**src/rtl/redclk_pkg.sv**
```systemverilog
package redclk_pkg;
   typedef enum logic {
      MX_ON   = 1'b0,
      MX_DARK = 1'b1
   } mx_state_e;

   localparam int unsigned NUM_REFS = 2;
endpackage

```
**src/rtl/rc_sync.sv**
```systemverilog
module rc_sync #(
   parameter int unsigned STAGES = 2
) (
   input  logic clk,
   input  logic rst,
   input  logic d,
   output logic q
);
   logic [STAGES-1:0] chain;

   always_ff @(posedge clk) begin
      if (rst) chain <= '0;
      else     chain <= {chain[STAGES-2:0], d};
   end

   assign q = chain[STAGES-1];
endmodule

```
**src/rtl/rc_watch.sv**
```systemverilog
module rc_watch #(
   parameter int unsigned NOM_PERIOD  = 16,
   parameter int unsigned SYNC_STAGES = 2
) (
   input  logic clk,
   input  logic mrst,
   input  logic clr,
   input  logic ref_in,
   output logic lvl,
   output logic bad
);
   localparam int unsigned CNT_W = $clog2(NOM_PERIOD + 1);
   localparam logic [CNT_W-1:0] LIMIT = CNT_W'(NOM_PERIOD);

   logic             prev_lvl;
   logic             toggled;
   logic [CNT_W-1:0] quiet_cnt;

   rc_sync #(.STAGES(SYNC_STAGES)) u_sync (
      .clk (clk),
      .rst (mrst),
      .d   (ref_in),
      .q   (lvl)
   );

   assign toggled = lvl ^ prev_lvl;

   always_ff @(posedge clk) begin
      if (mrst) prev_lvl <= 1'b0;
      else      prev_lvl <= lvl;
   end

   always_ff @(posedge clk) begin
      if (mrst || clr || toggled) quiet_cnt <= '0;
      else if (quiet_cnt != LIMIT) quiet_cnt <= quiet_cnt + 1'b1;
   end

   always_ff @(posedge clk) begin
      if (mrst || clr)             bad <= 1'b0;
      else if (quiet_cnt == LIMIT) bad <= 1'b1;
   end
endmodule

```
**src/rtl/rc_select.sv**
```systemverilog
module rc_select (
   input  logic       clk,
   input  logic       mrst,
   input  logic       sel_pref,
   input  logic       man_ovr,
   input  logic [1:0] bad,
   output logic       sel_q
);
   logic cur_bad;
   logic alt_bad;

   assign cur_bad = bad[sel_q];
   assign alt_bad = bad[~sel_q];

   always_ff @(posedge clk) begin
      if (mrst || man_ovr)      sel_q <= sel_pref;
      else if (cur_bad && !alt_bad) sel_q <= ~sel_q;
   end
endmodule

```
**src/rtl/rc_outmux.sv**
```systemverilog
module rc_outmux
   import redclk_pkg::*;
(
   input  logic       clk,
   input  logic       mrst,
   input  logic       sel,
   input  logic [1:0] lvl,
   input  logic [1:0] bad,
   output logic       src,
   output logic       out_q
);
   mx_state_e state;

   always_ff @(posedge clk) begin
      if (mrst) begin
         state <= MX_DARK;
         src   <= 1'b0;
         out_q <= 1'b0;
      end else begin
         case (state)
            MX_ON: begin
               if (sel != src && (!lvl[src] || bad[src])) begin
                  state <= MX_DARK;
                  src   <= sel;
                  out_q <= 1'b0;
               end else begin
                  out_q <= lvl[src];
               end
            end
            default: begin
               src   <= sel;
               out_q <= 1'b0;
               if (!lvl[sel]) state <= MX_ON;
            end
         endcase
      end
   end
endmodule

```
**src/rtl/redclk_switch.sv**
```systemverilog
module redclk_switch #(
   parameter int unsigned NOM_PERIOD  = 16,
   parameter int unsigned SYNC_STAGES = 2
) (
   input  logic mon_clk,
   input  logic mrst,
   input  logic ref_a,
   input  logic ref_b,
   input  logic sel_pref,
   input  logic man_ovr,
   input  logic alarm_clr,
   output logic sel_out,
   output logic bad_a,
   output logic bad_b,
   output logic clk_out
);
   import redclk_pkg::*;

   logic [NUM_REFS-1:0] ref_vec;
   logic [NUM_REFS-1:0] lvl_vec;
   logic [NUM_REFS-1:0] bad_vec;
   logic                sel_q;
   logic                mux_src;

   if (NOM_PERIOD < 4) begin : g_chk_period
      $error("NOM_PERIOD must be at least 4 monitor cycles");
   end
   if (SYNC_STAGES < 2) begin : g_chk_sync
      $error("SYNC_STAGES must be at least 2");
   end

   assign ref_vec = {ref_b, ref_a};

   for (genvar i = 0; i < NUM_REFS; i++) begin : g_watch
      rc_watch #(
         .NOM_PERIOD  (NOM_PERIOD),
         .SYNC_STAGES (SYNC_STAGES)
      ) u_watch (
         .clk    (mon_clk),
         .mrst   (mrst),
         .clr    (alarm_clr),
         .ref_in (ref_vec[i]),
         .lvl    (lvl_vec[i]),
         .bad    (bad_vec[i])
      );
   end

   rc_select u_select (
      .clk      (mon_clk),
      .mrst     (mrst),
      .sel_pref (sel_pref),
      .man_ovr  (man_ovr),
      .bad      (bad_vec),
      .sel_q    (sel_q)
   );

   rc_outmux u_mux (
      .clk   (mon_clk),
      .mrst  (mrst),
      .sel   (sel_q),
      .lvl   (lvl_vec),
      .bad   (bad_vec),
      .src   (mux_src),
      .out_q (clk_out)
   );

   assign sel_out = sel_q;
   assign bad_a   = bad_vec[0];
   assign bad_b   = bad_vec[1];
endmodule

```
**config.mk**
```make
export PLATFORM = sky130hd
export DESIGN_NAME = redclk_switch
export DESIGN_NICKNAME = d
export VERILOG_FILES = /design/src/rtl/redclk_pkg.sv /design/src/rtl/rc_sync.sv /design/src/rtl/rc_watch.sv /design/src/rtl/rc_select.sv /design/src/rtl/rc_outmux.sv /design/src/rtl/redclk_switch.sv
export SDC_FILE = /design/constraint.sdc
export NUM_CORES = 1
export LEC_CHECK = 0
export ABC_CLOCK_PERIOD_IN_PS = 3000
export BUFFER_PORTS_ARGS = -buffer_cell sky130_fd_sc_hd__buf_2
export CORE_MARGIN = 2
export CORE_UTILIZATION = 44
export CTS_CLUSTER_DIAMETER = 80
export DETAILED_ROUTE_END_ITERATION = 10
export PLACE_DENSITY = 0.6
export SYNTH_ARGS = -nofsm -noshare
export SYNTH_HDL_FRONTEND = slang
export SYNTH_HIERARCHICAL = 1
export SYNTH_SLANG_ARGS = --single-unit
export TNS_END_PERCENT = 20
```
**constraint.sdc**
```tcl
create_clock -name mon_clk -period 3 [get_ports mon_clk]
set_input_delay 0.3 -clock mon_clk [delete_from_list [all_inputs] [get_ports mon_clk]]
set_output_delay 0.3 -clock mon_clk [all_outputs]
set_load 0.02 [all_outputs]
```
# Word-level counts from Yosys, hierarchy flattened
# Index checks and enable logic that the tools add are counted.
[word_totals]
register_bits = 22
[op_classes]
addsub = 2
magnitude_cmp = 3
eq_ne = 5
mux = 17
bitwise = 3
n_reduce_logical = 12
[ops]
columns = ["operator", "count"]
rows = [
  ["2-to-1 mux 1 bit", 17],
  ["adder 5 x 1 -> 5 bit, second input constant", 2],
  ["== test 5 bit, second input constant", 2],
  ["!= test 5 bit, second input constant", 2],
  ["less-than comparator 1 x 2 -> 1 bit, second input constant", 3],
  ["logical OR 1 bit", 5],
  ["nonzero test 2 bit", 2],
  ["OR reduction 3 bit", 1],
  ["logical AND 1 bit", 2],
  ["logical NOT 1 bit", 2],
  ["XOR 1 bit", 2],
  ["!= test 1 bit", 1],
  ["inverter 1 bit", 1],
]

# Longest topological paths before layout
[depth]
ltp_word = 7
mapped_depth = 6
depth_no_buf = 5

# Cells and area by module
# Netlist, hierarchy kept.
[modules_own_cells]
columns = ["mod", "n_inst", "cells_per_inst", "area_each_um2", "seq_area_each_um2"]
rows = [
  ["rc_watch", 2, 30, 311.5, 140.1],
  ["rc_outmux", 1, 19, 171.4, 60.1],
  ["rc_sync", 2, 4, 52.6, 40.0],
  ["rc_select", 1, 6, 66.3, 30.0],
]

# Worst setup path before layout
# OpenSTA, ideal clock, no wires.
[synth_path]
kind = "register to register"
startpoint = "register u_select.sel_q"
endpoint = "register u_select.sel_q (enable)"
setup_time_ns = 0.261
arrival_time_ns = 1.214
t_required_ns = 2.739
slack_ns = 1.525
path_stages_with_launch = 3
n_path_buf = 0
period_less_slack_ns = 1.475
path_cell_list = "edfxtp_1 -> and3b_1 -> or4_1"
[synth_via]
elab_chain_len = 5
elab_cells_between_ends = 7
classes_between = "4 x mux; 3 x reduce/logical"
[synth_lines]
columns = ["item", "line_no", "rtl"]
rows = [
  ["from (decl)", "rc_select.sv:7", "output logic sel_q"],
  ["from (signal assigned)", "rc_select.sv:16", "if (mrst || man_ovr) sel_q <= sel_pref;"],
  ["from (signal assigned)", "rc_select.sv:17", "else if (cur_bad && !alt_bad) sel_q <= ~sel_q;"],
  ["2-to-1 mux 1 bit (not written as such) (2 in series)", "rc_select.sv:13", "assign alt_bad = bad[~sel_q];"],
  ["logical NOT 1 bit", "rc_select.sv:17", ""],
  ["logical AND 1 bit *", "rc_select.sv:17", ""],
  ["nonzero test 2 bit (no line) *", "-", ""],
]
# Mark *: on every way between the ends. The rest lies on a longest branch, timed or not. The select of a mux whose other input is x is not followed.
# A chain may end at the register's enable or synchronous reset.

# Worst setup path in the final report
# Same ends and word-level chain as after synthesis.

==> flow_summary.toml <==
[cts]
postCtsHoldBufs = 0
cts_buffers = 3
ctsLongestPathBuffers = 2
cts.sinks = 22
clk_latency_ns = 0.30
clk_pin_slew_worst_paths_ns = 0.11
ctsHtreeMaxLevel = 1
cts_resized = 0
cts_setup_buffers = 0
cts_tree = "yes"
clockRootBuffer = "clkbuf_4"

[synth]
synth_top_flop_cell = "dfxtp_1"
async_flop_share = 0
synth_fa_ha_area_frac = 0.0518
avgSynthCellArea_um2 = 10.4
netlist_instances = 93
post_synth_instance_area_um2 = 966
synth_warnings = 6
synth_seq_cells = 22
synth-compound-area-share = 0.0609
synthXorXnorAreaFrac = 0.0907
synth_mux_area_frac = 0.0311
synth_edf_count = 1
synth_top_family_by_area = "simple AND/OR/NAND/NOR gates"
syn_nets = 104
yosys.area_share.simple = 0.266
ys_types = 30
synth-seq-area-share = 0.466

[detailed_routing]
wl_per_cell_um = 10.9
ant_nets = 0
routed_wl_um = 1440
via_per_inst = 5.01
first_pass_iters = 1
via_count = 661
drt-initial-drc-count = 0
drc = 0

[worst_hold_path]
min_to = "g_watch[0].u_watch/u_sync/chain[0]"
min_from = "ref_a"
min_path_type = "input port to register"
whs_path_depth = 2

[critical_path]
start_kind = "register"
rr_worst_depth = 2
criticalPathCategory = "register to register"
crit_path_end_kind = "register"
crit-reg2reg-launch = "u_select/sel_q"
r2r_end = "u_select/sel_q"
reg2reg_setup_slack_ns = 1.57
critPathArrivalTime_ns = 1.49
crit_path_max_fanout = 10
required_ns = 3.06

[placed_design]
numPortBuffers = 10
dp.cells = 128
place_congestion = 0.786
hpwl_um = 1040
place_ws_ns = 1.59
place_area_um2 = 1040

[timing]
max_slew_margin = 0.812
setup_viol_count_final = 0
hold_violations = 0
maxSlewViolCount = 0
skew_ns = 0.00386
fin_ws_ns = 1.57
rsz0062_at_grt = "false"
period_share = 0.477
whs_ns = 0.202
period_needed_ns = 1.43
fin_tns_setup_ns = 0
worst_pin_slew_ns = 0.282
max_freq_ghz = 0.698

[power]
max-vdd-ir-drop_uv = 321
p_per_area_nw_per_um2 = 484
p_leak_nw = 0.430

[run_status]
status = "finished clean"

[finish]
layoutNonFillerInstCount = 132
area_delta_synth_final_pct = 11.4
drive_above_1_share = 0.210
antenna_cells = 0
design_area_um2 = 1080
fin_nets = 117

[die]
die-width_um = 50.9
die_area_um2 = 2590
die_y_um = 50.9
std_cell_rows = 16
start_util = 0.478
ios = 11
core_um2 = 2020

[global_routing]
grt_usage = 0.132
grt_pass1_wl_um = 2530
antenna_found_initial = 0
grt_pass1_vias = 613
overflow = 0
grt_max_degree = 18

[job]
cap_violations = 0
critical path, stage by stage (launching register included):
cell and delay, ns:
edfxtp_1 0.52, and3b_1 0.21, or4_1 0.47
through the flow:
step	total power [mW]	util
after detailed placement	0.369	0.514
after global placement	0.369	0.514
final	0.521	0.532
after global routing	0.552	0.532
after CTS	0.531	0.532
after floorplan	0.354	-
cells by family after synthesis:
family,Yosys count
AOI/OAI and AO/OA,8
muxes,3
buffers and inverters,8
adders and majority gates,4
and+or+nand+nor,38
xor gates and xnor gates,10
DFF,22
report_power, final:
group          switching (mW)  total [mW]  internal, mW
clock network          0.0846       0.159        0.0740
registers              0.0116       0.318         0.306
logic                  0.0217      0.0447        0.0230
state kept, by name (all words and copies together) (netlist names):
signal and cells:
g_watch.u_watch/bad 2, g_watch.u_watch/prev_lvl 2, g_watch.u_watch/quiet_cnt 10, g_watch.u_watch/u_sync/chain 4, u_mux/out_q 1, u_mux/src 1, u_mux/state 1, u_select/sel_q 1
synth_stat cells (2+ instances only):
cell      count  area share
or3_4         2       0.023
xor2_1        6       0.054
nor3b_1       2       0.016
ha_1          4       0.052
nor3_1        2       0.010
xnor2_1       4       0.036
nor2b_1       7       0.045
o21ai_0       2       0.010
and4bb_1      2       0.026
nand3_1       4       0.021
buf_2         2       0.010
nor2_1        8       0.031
inv_1         6       0.023
mux2i_1       3       0.031
nor3_2        4       0.041
dfxtp_1      21        0.44
per-layer routing:
layer	global-route usage	part of all wire	up-vias
met1	0.156	0.50	307
met2	0.217	0.45	8
li1	-	-	344
met5	0	0	-
met3	0.0380	0.035	2
met4	0.0676	0.0077	0
cell usage in the layout, fill, tap and decap left out, types with 2 or more instances in the layout:
master,instances
dfxtp_1,21
buf_2,10
nor2_1,8
nor2b_1,7
inv_1,6
xor2_1,6
nand3_1,4
nor3_2,4
xnor2_1,4
ha_1,4
clkbuf_4,3
mux2i_1,3
or3_4,2
and4bb_1,2
nor3_1,2
o21ai_0,2
nor3b_1,2
cell type report:
type / count / area, um2
clock buffer: 4 / 36.3
fill: 197 / 946
inverter: 6 / 22.5
multi-input combinational: 63 / 483
sequential: 22 / 450
tap: 27 / 33.8
timing repair buffer: 10 / 50.0
how the worst max path moves through the flow:
stage,startpoint,end,slack [ns]
6_report,u_select/sel_q,u_select/sel_q,1.57
3_3_place_gp,u_select/sel_q,u_select/sel_q,1.60
5_1_grt,u_select/sel_q,u_select/sel_q,1.53
3_5_place_dp,u_select/sel_q,u_select/sel_q,1.59
4_1_cts,u_select/sel_q,u_select/sel_q,1.57
2_1_floorplan,u_select/sel_q,u_select/sel_q,1.53
No activity file was read; power rests on OpenSTA's default activity.
